**src/rtl/poc_pkg.sv**
```systemverilog
package poc_pkg;

    typedef enum logic [1:0] {
        BT_IDLE   = 2'd0,
        BT_COUNT  = 2'd1,
        BT_RELOAD = 2'd2
    } bt_state_e;

    typedef enum logic [1:0] {
        RS_FREE = 2'd0,
        RS_CH0  = 2'd1,
        RS_REG  = 2'd2,
        RS_BOTH = 2'd3
    } rsel_e;

endpackage

```
**src/rtl/poc_base_timer.sv**
```systemverilog
module poc_base_timer
    import poc_pkg::*;
#(
    parameter int TW = 16
) (
    input  logic          clk,
    input  logic          rst_n,
    input  logic          run,
    input  logic [1:0]    rsel,
    input  logic [TW-1:0] ch0_cmp,
    input  logic [TW-1:0] rst_val,
    output logic [TW-1:0] tmr,
    output logic          cmp_ok
);

    bt_state_e     state_q, state_d;
    logic [TW-1:0] tmr_q;
    logic [TW-1:0] src_val;
    logic          src_on;
    logic          hit;

    // Restart source decode; both bits set falls back to free running
    always_comb begin
        unique case (rsel_e'(rsel))
            RS_CH0: begin
                src_on  = 1'b1;
                src_val = ch0_cmp;
            end
            RS_REG: begin
                src_on  = 1'b1;
                src_val = rst_val;
            end
            default: begin
                src_on  = 1'b0;
                src_val = rst_val;
            end
        endcase
    end

    assign hit = src_on && (tmr_q == src_val);

    // Next-state logic
    always_comb begin
        state_d = state_q;
        unique case (state_q)
            BT_IDLE:   state_d = run ? BT_COUNT : BT_IDLE;
            BT_COUNT:  state_d = !run ? BT_IDLE : (hit ? BT_RELOAD : BT_COUNT);
            BT_RELOAD: state_d = !run ? BT_IDLE : BT_COUNT;
            default:   state_d = BT_IDLE;
        endcase
    end

    // State register
    always_ff @(posedge clk or negedge rst_n) begin
        if (!rst_n) state_q <= BT_IDLE;
        else        state_q <= state_d;
    end

    // Timer value per state
    always_ff @(posedge clk or negedge rst_n) begin
        if (!rst_n) begin
            tmr_q <= '0;
        end else if (!run) begin
            tmr_q <= '0;
        end else begin
            unique case (state_q)
                BT_IDLE:   tmr_q <= '0;
                BT_COUNT:  tmr_q <= tmr_q + TW'(1);
                BT_RELOAD: tmr_q <= '0;
                default:   tmr_q <= '0;
            endcase
        end
    end

    assign tmr    = tmr_q;
    assign cmp_ok = (state_q == BT_COUNT);

endmodule

```
**src/rtl/poc_channel.sv**
```systemverilog
module poc_channel #(
    parameter int TW = 16
) (
    input  logic          clk,
    input  logic          rst_n,
    input  logic [TW-1:0] tmr,
    input  logic          cmp_ok,
    input  logic          stopped,
    input  logic          en,
    input  logic          we,
    input  logic [TW-1:0] wdata,
    input  logic          clr,
    output logic          tg,
    output logic          flag,
    output logic [TW-1:0] cmp_q
);

    logic match;

    always_ff @(posedge clk or negedge rst_n) begin
        if (!rst_n)  cmp_q <= '0;
        else if (we) cmp_q <= wdata;
    end

    assign match = cmp_ok && en && (tmr == cmp_q);

    always_ff @(posedge clk or negedge rst_n) begin
        if (!rst_n)              tg <= 1'b0;
        else if (stopped || !en) tg <= 1'b0;
        else if (match)          tg <= ~tg;
    end

    // A match in the same cycle as a clear keeps the flag set
    always_ff @(posedge clk or negedge rst_n) begin
        if (!rst_n)     flag <= 1'b0;
        else if (match) flag <= 1'b1;
        else if (clr)   flag <= 1'b0;
    end

endmodule

```
**src/rtl/phase_toggle_oc.sv**
```systemverilog
module phase_toggle_oc #(
    parameter  int NCH = 8,
    parameter  int TW  = 16,
    localparam int IW  = (NCH > 1) ? $clog2(NCH) : 1
) (
    input  logic           clk,
    input  logic           rst_n,
    input  logic           run,
    input  logic [1:0]     rst_sel,
    input  logic [TW-1:0]  rst_val,
    input  logic           cmp_we,
    input  logic [IW-1:0]  cmp_idx,
    input  logic [TW-1:0]  cmp_wdata,
    input  logic [NCH-1:0] ch_en,
    input  logic [NCH-1:0] init_lvl,
    input  logic [NCH-1:0] inv,
    input  logic [NCH-1:0] flag_clr,
    output logic [NCH-1:0] oc_out,
    output logic [NCH-1:0] irq_flag,
    output logic [TW-1:0]  timer_val
);

    logic [TW-1:0]  tmr;
    logic           cmp_ok;
    logic [NCH-1:0] tg;
    logic [TW-1:0]  cmp_arr [NCH];

    poc_base_timer #(.TW(TW)) u_bt (
        .clk     (clk),
        .rst_n   (rst_n),
        .run     (run),
        .rsel    (rst_sel),
        .ch0_cmp (cmp_arr[0]),
        .rst_val (rst_val),
        .tmr     (tmr),
        .cmp_ok  (cmp_ok)
    );

    for (genvar i = 0; i < NCH; i++) begin : g_ch
        poc_channel #(.TW(TW)) u_ch (
            .clk     (clk),
            .rst_n   (rst_n),
            .tmr     (tmr),
            .cmp_ok  (cmp_ok),
            .stopped (!run),
            .en      (ch_en[i]),
            .we      (cmp_we && (cmp_idx == IW'(i))),
            .wdata   (cmp_wdata),
            .clr     (flag_clr[i]),
            .tg      (tg[i]),
            .flag    (irq_flag[i]),
            .cmp_q   (cmp_arr[i])
        );
        assign oc_out[i] = init_lvl[i] ^ inv[i] ^ tg[i];
    end

    assign timer_val = tmr;

endmodule

```
**config.mk**
```make
export PLATFORM = sky130hd
export DESIGN_NAME = phase_toggle_oc
export DESIGN_NICKNAME = d
export VERILOG_FILES = /design/src/rtl/poc_pkg.sv /design/src/rtl/poc_base_timer.sv /design/src/rtl/poc_channel.sv /design/src/rtl/phase_toggle_oc.sv
export SDC_FILE = /design/constraint.sdc
export NUM_CORES = 1
export LEC_CHECK = 0
export BUFFER_PORTS_ARGS = -buffer_cell sky130_fd_sc_hd__buf_2
export CELL_PAD_IN_SITES_DETAIL_PLACEMENT = 1
export CELL_PAD_IN_SITES_GLOBAL_PLACEMENT = 2
export CORE_ASPECT_RATIO = 1.75
export CORE_MARGIN = 3
export CORE_UTILIZATION = 30
export CTS_CLUSTER_DIAMETER = 30
export DETAILED_ROUTE_END_ITERATION = 6
export GPL_TIMING_DRIVEN = 0
export PLACE_DENSITY_LB_ADDON = 0.1
export SYNTH_ARGS = -nofsm -noshare
export SYNTH_HDL_FRONTEND = slang
export SYNTH_HIERARCHICAL = 1
export SYNTH_SLANG_ARGS = --single-unit
```
**constraint.sdc**
```tcl
create_clock -name clk -period 2.96 [get_ports clk]
set_input_delay 0.444 -clock clk [delete_from_list [all_inputs] [get_ports clk]]
set_output_delay 0.444 -clock clk [all_outputs]
set_load 0.02 [all_outputs]
```
==> results of run 1 <==
==> layer usage <==
layer  vias up  wire, um  track usage, %
met1      2924     10300            19.9
met4         0       670            6.86
met2       108     13900            31.8
met5         -         0               0
met3        42       613            2.49
li1       2620         -               -
==> cells in the mapped netlist, drive strengths merged <==
library cell,instances
dfrtp,162
xnor2,133
mux2,128
nand4,37
inv,30
buf,18
nor2,18
xor2,18
mux2i,16
a21oi,14
nand2,13
nand3,13
nor3,11
nand2b,9
a31o,8
a32o,8
xor3,8
o21ai,6
or3,6
and4b,3
and4bb,3
and3,2
and4,2
ha,2
nor2b,2
nor4,2
a2111o,1
clkbuf,1
nor4b,1
o22ai,1
or3b,1
==> through the flow <==
stage                     power, uW  hold WS [ps]  area (um^2)  util, %
after floorplan                3740           148         8430        -
after global placement         4040           446         9410     34.3
after detailed placement       4140           385         9450     34.4
after CTS                      6710           221        10100     36.9
after global routing           6940           254        10100     36.9
final                          6590           246        10100     36.9
==> state kept, by name, summed over array words and instances (netlist names) <==
| name | count |
|---|---|
| g_ch.u_ch/cmp_q | 128 |
| u_bt/state_q | 2 |
| g_ch.u_ch/tg | 8 |
| g_ch.u_ch/flag | 8 |
| u_bt/tmr | 16 |
==> cell families (layout without fill, tap and decap cells) <==
kind of cell / Yosys count / in the layout / synth area share (%)
muxes: 144 / 144 / 19.0
DFF: 162 / 162 / 48.1
AOI/OAI and AO/OA: 38 / 38 / 3.18
adders and majority gates: 2 / 2 / 0.297
and+or+nand+nor: 123 / 123 / 8.95
xor gates and xnor gates: 159 / 159 / 17.9
buffers and inverters: 49 / 187 / 2.52
==> critical path, cell delays in order (launching register included) <==
cell	delay [ps]
dfrtp_1	920
and4_1	400
nand4_1	260
nor4_1	430
xnor2_1	170
nor2_1	60
==> cell usage in the layout (no fill, tap or decap), types with 9 or more instances in the layout <==
| master | n |
|---|---|
| nand2_1 | 13 |
| nand3_1 | 13 |
| xnor2_1 | 133 |
| inv_1 | 30 |
| nand2b_1 | 9 |
| nand4_1 | 37 |
| dfrtp_1 | 162 |
| xor2_1 | 18 |
| a21oi_1 | 14 |
| mux2i_1 | 16 |
| clkbuf_16 | 17 |
| nor2_1 | 18 |
| buf_2 | 120 |
| mux2_2 | 128 |
==> how the worst max path moves through the flow <==
stage / start / end / slack (ps) / depth (start not counted)
detailed placement: u_bt/state_q[1]$_DFF_PN0_ / u_bt/tmr[11]$_DFF_PN0_ / 400 / 4
finish: u_bt/tmr[5]$_DFF_PN0_ / u_bt/tmr[15]$_DFF_PN0_ / 580 / 5
floorplan: rst_sel[1] / u_bt/state_q[0]$_DFF_PN0_ / 860 / 8
global route: u_bt/tmr[5]$_DFF_PN0_ / u_bt/tmr[15]$_DFF_PN0_ / 320 / 5
CTS: u_bt/state_q[1]$_DFF_PN0_ / u_bt/tmr[11]$_DFF_PN0_ / 390 / 4
global placement: rst_n / g_ch[7].u_ch/cmp_q[0]$_DFFE_PN0P_ / -1130 / 1
==> layout make-up <==
cell class              instances  area (um^2)  share of cell area (%)
multi-input cells             466         4160                    41.1
flip-flops and latches        162         4050                    40.0
repair buffers                106          568                    5.61
clock buffers                  21          470                    4.64
well taps                     369          462                    4.56
clock inverters                11          198                    1.95
inverters                      30          113                    1.11
plain buffers                  19          100                   0.988
==> what timing repair did <==
action	CTS	global route
endpoints found under the setup margin	0	0
hold endpoints to repair	47	0
hold buffers	1	0
==> power groups by stage <==
stage          sequential (uW)  clock (uW)  combinational [uW]
2_1_floorplan             2870           0                 872
3_3_place_gp              2910           0                1130
3_5_place_dp              2950           0                1190
4_1_cts                   2910        2600                1200
5_1_grt                   2960        2690                1300
6_report                  2900        2520                1170
==> results.toml, run 1 <==
[worst_setup_path]
cp.arrival_ps = 2680
cp.required_ps = 3260
r2r_setup_slack_ps = 580
rr_worst_depth = 5
rr_endpoint = "u_bt/tmr[15]$_DFF_PN0_"
critPathKind = "reg -> reg"
reg2reg_from = "u_bt/tmr[5]$_DFF_PN0_"
end_kind = "flop"
crit_path_max_fanout = 15
start_kind = "flop"

[worst_hold_path]
min_path_cells = 3
worstHoldStart = "ch_en[3]"
min_path_type = "in -> reg"
min_to = "g_ch[3].u_ch/tg$_DFFE_PN0P_"

[clock_tree]
clk_path_buf_depth = 2
cts_tree = "built"
cts_made_buffers = 17
cts-htree-levels = 4
clock_latency_ps = 440
clockRootBuffer = "clkbuf_16"
clk_pin_slew_ps = 70
ctsResizeCount = 0
cts.sinks = 162
cts_setup_buffers = 0

[sta]
setup_viol = 0
hold_viol_final = 0
drv_slew = 0
setup_ws_ps = 580
fmax_mhz = 420
tightest_slew_ps = 927
finalClockSkew_ps = 7.83
finalCritPeriodShare_pct = 80.4
grt_setup_unrepaired = "no"
setup_tns_ps = 0
slew_headroom_pct = 38.2
fin_crit_ps = 2380

[power]
p_int_uw = 4860
pwr-share-clk_pct = 38.3
vdd_ir_drop_max_uv = 390
p_leak_uw = 0.00421
pwr-share-seq_pct = 44.0
combPwrFrac_pct = 17.8
switching_share_pct = 26.3
p_per_area_mw_per_mm2 = 651
power_switching_uw = 1730

[drt]
dr.pass1.iters = 4
via_per_inst = 4.81
vias = 5694
ant_nets = 0
initialDrtViolationCount = 201
finalWirelength_um = 25500
drcViolationCount = 0
post_drt_wl_per_cell_um = 21.5

[cells_and_area]
diodes = 0
nets = 877
nFillCells = 3036
final_cell_count_no_fill = 1184
area_delta_synth_final_pct = 20.2
layout-drive-gt1-share_pct = 37.3

[synth]
yosysWarnings = 6
synthCells = 677
netlist_top_cells_area = "dfrtp_1 48%, mux2_2 17%, xnor2_1 14%"
ys_seq_elements = 162
syn_area_mm2 = 0.00843
yosysUniqueCellTypes = 34
synth_top_area_share_pct = 48.1
synth-seq-area-share_pct = 48.1
syn_area_per_cell_um2 = 12.4
synth_top_cell_by_area = "dfrtp_1"
syn_nets = 752

[global_route]
grt_max_degree = 116
grt_pass1_wl_um = 39200
track_usage_pct = 17.3
antenna_found_initial = 0
grt_pass1_vias = 6477
grt.overflow.total = 0

[placed_design]
place_ws_ps = 403
place.gp.congestion = 0.773
hpwl_um = 18400
numPlacedInstances = 1151
port_buffers = 104

[die]
core_mm2 = 0.0274
fp.dieW_um = 133
die_h_um = 228
num_rows = 80
initial_utilization_pct = 30.7
die_area_mm2 = 0.0302
io_pins = 105

[status]
status = "finished, final reports clean"

[run]
max-cap-violations = 0
Power figures use the tool's default switching activity.
==> inputs of run 2 (changes only) <==
--- a/config.mk
+++ b/config.mk
@@ -5,6 +5,7 @@
 export SDC_FILE = /design/constraint.sdc
 export NUM_CORES = 1
 export LEC_CHECK = 0
+export ABC_AREA = 1
 export BUFFER_PORTS_ARGS = -buffer_cell sky130_fd_sc_hd__buf_2
 export CELL_PAD_IN_SITES_DETAIL_PLACEMENT = 1
 export CELL_PAD_IN_SITES_GLOBAL_PLACEMENT = 2
==> constraint.sdc (replaced) <==
create_clock -name clk -period 2.4 [get_ports clk]
set_input_delay 0.36 -clock clk [delete_from_list [all_inputs] [get_ports clk]]
set_output_delay 0.36 -clock clk [all_outputs]
set_load 0.02 [all_outputs]
==> results.toml, run 2 <==
[global_route]
track_usage_pct = 20.4
grt.overflow.total = 0
antenna_found_initial = 0
grt_pass1_vias = 9276
grt_max_degree = 90
grt_pass1_wl_um = 52400

[drt]
post_drt_wl_per_cell_um = 17.8
drcViolationCount = 0
finalWirelength_um = 33900
initialDrtViolationCount = 328
vias = 8866
via_per_inst = 4.67
dr.pass1.iters = 4
ant_nets = 0

[cells_and_area]
nFillCells = 3928
utilization_pct = 36.1
layout_common_cells = "519 x nand2_1, 269 x inv_1, 154 x dfrtp_1"
nets = 1570
final_common_cell = "nand2_1"
area_delta_synth_final_pct = 17.7
layout-drive-gt1-share_pct = 15.8
largest_register = "g_ch.u_ch/cmp_q"
diodes = 0
seqCellArea_mm2 = 0.00407
largest_reg_flops = 128
multi_input_area_mm2 = 0.00430

[synth]
ys_seq_elements = 162
synthTopCellsByCount = "519 x nand2_1, 269 x inv_1, 162 x dfrtp_1, 114 x o21ai_0, 101 x nor2_1"
yosysUniqueCellTypes = 27
netlist_top_cells_area = "dfrtp_1 43%, nand2_1 20%, inv_1 11%"
yosysWarnings = 6
syn_area_mm2 = 0.00951
synth-seq-area-share_pct = 42.6
yosysMostFrequentCell = "nand2_1"
syn_area_per_cell_um2 = 6.94
synth_edf_count = 0
syn_nets = 1445
synth_top_cell_by_area = "dfrtp_1"
synth-async-reset-ratio_pct = 100
ys.flop_type = "dfrtp_1"
synth_top_area_share_pct = 42.6
synthCells = 1370

[clock_tree]
clk_pin_slew_ps = 60
clk_path_buf_depth = 2
cts.sinks = 162
clock_latency_ps = 450
cts_tree = "built"
cts_made_buffers = 17
cts-htree-levels = 4
clockRootBuffer = "clkbuf_16"

[power]
vdd_ir_drop_max_uv = 496
p_per_area_mw_per_mm2 = 716
p_leak_uw = 0.00545
total_power_uw = 8020

[sta]
finalClockSkew_ps = 7.85
fin_crit_ps = 2250
finalCritPeriodShare_pct = 94.0
setup_viol = 0
fmax_mhz = 443
drv_slew = 0
hold_viol_final = 0
slew_headroom_pct = 25.6
tightest_slew_ps = 1120
setup_tns_ps = 0
grt_setup_unrepaired = "no"

[placed_design]
place.gp.congestion = 0.765
hpwl_um = 24000
port_buffers = 104

[worst_setup_path]
cp-startpoint = "u_bt/tmr[14]$_DFF_PN0_"
rr_endpoint = "u_bt/state_q[0]$_DFF_PN0_"
crit_end = "u_bt/state_q[0]$_DFF_PN0_"
rr_worst_depth = 9
crit_path_max_fanout = 20
cp.arrival_ps = 2590
critPathKind = "reg -> reg"
start_kind = "flop"
end_kind = "flop"
r2r_setup_slack_ps = 150
cp.required_ps = 2740
reg2reg_from = "u_bt/tmr[14]$_DFF_PN0_"

[die]
initial_utilization_pct = 30.6
die_area_mm2 = 0.0340
fp.dieW_um = 141
core_mm2 = 0.0311
die_h_um = 242
num_rows = 85
io_pins = 105

[run]
max-cap-violations = 0

[worst_hold_path]
min_path_type = "in -> reg"
worstHoldStart = "flag_clr[6]"

[status]
status = "finished, final reports clean"
[run 2: timing repair]
action | in CTS | in global routing
setup buffers | 0 | 0
hold buffers | 1 | 0
endpoints found under the hold margin | 73 | 0
endpoints found under the setup margin | 13 | 8
cloned | 0 | 0
resized for setup | 5 | 5
[run 2: final cells by class]
type	count	share of cell area (%)
timing repair buffer	106	5.07
buffer	28	1.30
tap	391	4.37
multi-input combinational	910	38.4
sequential	162	36.3
inverter	270	9.05
clock inverter	10	1.16
clock buffer	22	4.32
[run 2: how the worst min path moves through the flow]
stage                                        endpoint  slack [ps]  cells past startpoint
CTS                     g_ch[6].u_ch/flag$_DFFE_PN0P_          70                      2
global placement            u_bt/state_q[0]$_DFF_PN0_         480                      3
finish                  g_ch[6].u_ch/flag$_DFFE_PN0P_         100                      2
floorplan           g_ch[0].u_ch/cmp_q[0]$_DFFE_PN0P_          60                      0
detailed placement      g_ch[6].u_ch/flag$_DFFE_PN0P_         410                      1
global route            g_ch[7].u_ch/flag$_DFFE_PN0P_          80                      2
[run 2: power breakdown]
part           internal (uW)  leakage, uW  switching (uW)
combinational            647      0.00314             961
clock                   1740     0.000302            1180
sequential              3190      0.00201             300
total                   5580      0.00545            2440
[run 2: cells by family after synthesis]
family                     after synthesis  share of synthesized area, %
buffers and inverters                  298                          12.2
adders and majority gates                2                         0.263
muxes                                   40                          4.73
xor gates and xnor gates                35                          3.22
AOI/OAI and AO/OA                      136                          7.75
DFF                                    162                          42.6
and+or+nand+nor                        697                          29.2
[run 2: critical path, stage by stage, from the launching register on]
cell,delay [ps]
dfrtp_1,1020
inv_1,240
nand2_1,130
nand2_1,60
nor2_1,100
nand2_1,60
nor2_1,220
nand3_1,160
nand3_1,100
nand2_1,50
[run 2: per-layer routing]
metal / routed length (um) / up-vias / GRT usage (%)
li1: - / 4348 / -
met1: 13800 / 4360 / 23.5
met2: 18200 / 120 / 37.9
met3: 802 / 38 / 2.73
met4: 1010 / 0 / 7.56
met5: 0 / - / 0
[run 2: through the flow]
step	worst slack (ps)	cell area [um^2]	cells	hold slack (ps)
6_report	145	11200	1899	98.0
5_1_grt	12.3	11200	1899	83.5
4_1_cts	3.29	11200	1899	66.8
3_5_place_dp	-278	10600	1866	410
3_3_place_gp	-2100	10500	1865	484
2_1_floorplan	477	9510	1370	64.4
==> inputs of run 3 (changes only) <==
--- a/config.mk
+++ b/config.mk
@@ -9,7 +9,7 @@
 export BUFFER_PORTS_ARGS = -buffer_cell sky130_fd_sc_hd__buf_2
 export CELL_PAD_IN_SITES_DETAIL_PLACEMENT = 1
 export CELL_PAD_IN_SITES_GLOBAL_PLACEMENT = 2
-export CORE_ASPECT_RATIO = 1.75
+export CORE_ASPECT_RATIO = 1.1
 export CORE_MARGIN = 3
 export CORE_UTILIZATION = 30
 export CTS_CLUSTER_DIAMETER = 30
==> results.toml, run 3 (synthesis gave the netlist of run 2 again) <==
[clock_tree]
cts_made_buffers = 17
cts.sinks = 162
clock_latency_ps = 440
clockRootBuffer = "clkbuf_16"
clk_path_buf_depth = 2
cts_tree = "built"
clk_pin_slew_ps = 70
cts_setup_buffers = 0
cts-htree-levels = 4

[cells_and_area]
final_cell_count_no_fill = 1921
nets = 1570
final_common_cell = "nand2_1"
nFillCells = 3983
diodes = 0
area_delta_synth_final_pct = 17.7
layout_common_cells = "519 x nand2_1, 269 x inv_1, 155 x dfrtp_1"
largest_reg_flops = 128
layout-drive-gt1-share_pct = 15.7
design_area_mm2 = 0.0112
largest_register = "g_ch.u_ch/cmp_q"

[worst_setup_path]
path_delay_family = "flip-flops"
cp_slowest_cell = "dfrtp_1"
cp-startpoint = "u_bt/tmr[15]$_DFF_PN0_"
crit_chain = "buf_2"
cp.arrival_ps = 1920
start_kind = "flop"
cp.required_ps = 2040
end_kind = "output port"
worst-path-buf-inv = 1
crit_path_max_fanout = 21
critPathMaxStageDelay_ps = 1150
critPathKind = "reg -> out"
reg2reg_from = "u_bt/tmr[10]$_DFF_PN0_"

[drt]
initialDrtViolationCount = 329
post_drt_wl_per_cell_um = 17.3
vias = 8743
via_per_inst = 4.55
dr.pass1.iters = 4
drcViolationCount = 0
ant_nets = 0
finalWirelength_um = 33200

[global_route]
grt_pass1_vias = 8917
grt.overflow.total = 0
grt_max_degree = 101
track_usage_pct = 20.1
antenna_found_initial = 0
grt_pass1_wl_um = 51400

[worst_hold_path]
min_path_type = "in -> reg"
worstHoldStart = "flag_clr[5]"

[die]
initial_utilization_pct = 30.8
die_h_um = 193
num_rows = 67
io_pins = 105
fp.dieW_um = 176
die_area_mm2 = 0.0339
core_mm2 = 0.0308

[placed_design]
port_buffers = 104
hpwl_um = 22400
place_ws_ps = -334
placed_area_mm2 = 0.0106
numPlacedInstances = 1889
place.gp.congestion = 0.765

[power]
vdd_ir_drop_max_uv = 441
p_leak_uw = 0.00542
p_per_area_mw_per_mm2 = 705

[sta]
fin_crit_ps = 2280
grt_setup_unrepaired = "no"
setup_tns_ps = 0
fmax_mhz = 439
setup_viol = 0
drv_slew = 0
finalHoldWorstSlack_ps = 107
setup_ws_ps = 123
finalCritPeriodShare_pct = 94.9
finalClockSkew_ps = 11.4
tightest_slew_ps = 1210
slew_headroom_pct = 19.3
hold_viol_final = 0

[run]
max-cap-violations = 0

[status]
status = "finished, final reports clean"
[run 3: cell count changes in the layout (fill, tap and decap cells not counted)]
cell / before / now
clkinv_2: 5 / 1
clkbuf_8: 4 / 1
clkinv_4: 0 / 2
clkinvlp_4: 2 / 4
inv_6: 0 / 2
bufinv_16: 3 / 2
clkbuf_1: 9 / 10
dfrtp_1: 154 / 155
dfrtp_2: 7 / 6
nor2_2: 20 / 19
nor2_4: 0 / 1
[run 3: stage by stage]
stage               total power [uW]  util, %
floorplan                       4580        -
global placement                5090     34.2
detailed placement              5170     34.3
CTS                             8010     36.3
global route                    8410     36.3
finish                          7890     36.3
[run 3: layout make-up]
type	count	area (um^2)	share of cell area, %
timing repair buffer	106	568	5.07
sequential	162	4070	36.3
clock inverter	11	130	1.16
multi-input combinational	910	4310	38.5
tap	414	518	4.63
inverter	270	1010	9.05
clock buffer	20	447	3.99
buffer	28	145	1.30
[run 3: routing by layer]
layer / wire (um) / vias up / global-route usage [%]
met5: 0 / - / 0
met4: 459 / 0 / 4.75
met3: 1040 / 26 / 2.54
met2: 16100 / 120 / 35.1
met1: 15500 / 4240 / 26.6
li1: - / 4357 / -
[run 3: path summary, 6_finish.rpt]
kind                                                       to  slack (ps)  cells after the start
worst min register to register  g_ch[2].u_ch/flag$_DFFE_PN0P_         520                      2
worst max register to register      u_bt/state_q[0]$_DFF_PN0_         130                      9
worst max-delay path                            timer_val[15]         120                      1
max in group asynchronous               u_bt/tmr[1]$_DFF_PN0_         940                      3
min in group asynchronous       g_ch[3].u_ch/flag$_DFFE_PN0P_         470                      2
worst min-delay path            g_ch[5].u_ch/flag$_DFFE_PN0P_         110                      2
[run 3: timing repair]
action | in CTS | in global routing
hold buffers | 1 | 0
endpoints found under the hold margin | 62 | 0
resized for setup | 7 | 3
endpoints found under the setup margin | 16 | 10
[run 3: power breakdown]
group	switching, uW	leakage (uW)	internal (uW)
clock network	1230	0.000269	1560
registers	295	0.00201	3190
logic	957	0.00314	647
total	2480	0.00542	5400
[run 3: worst reg2reg max path, delay by kind of cell, from the launching register on]
kind          cells  cell delay, ps
flops             1            1050
buf+inv           1             210
simple gates      8             900
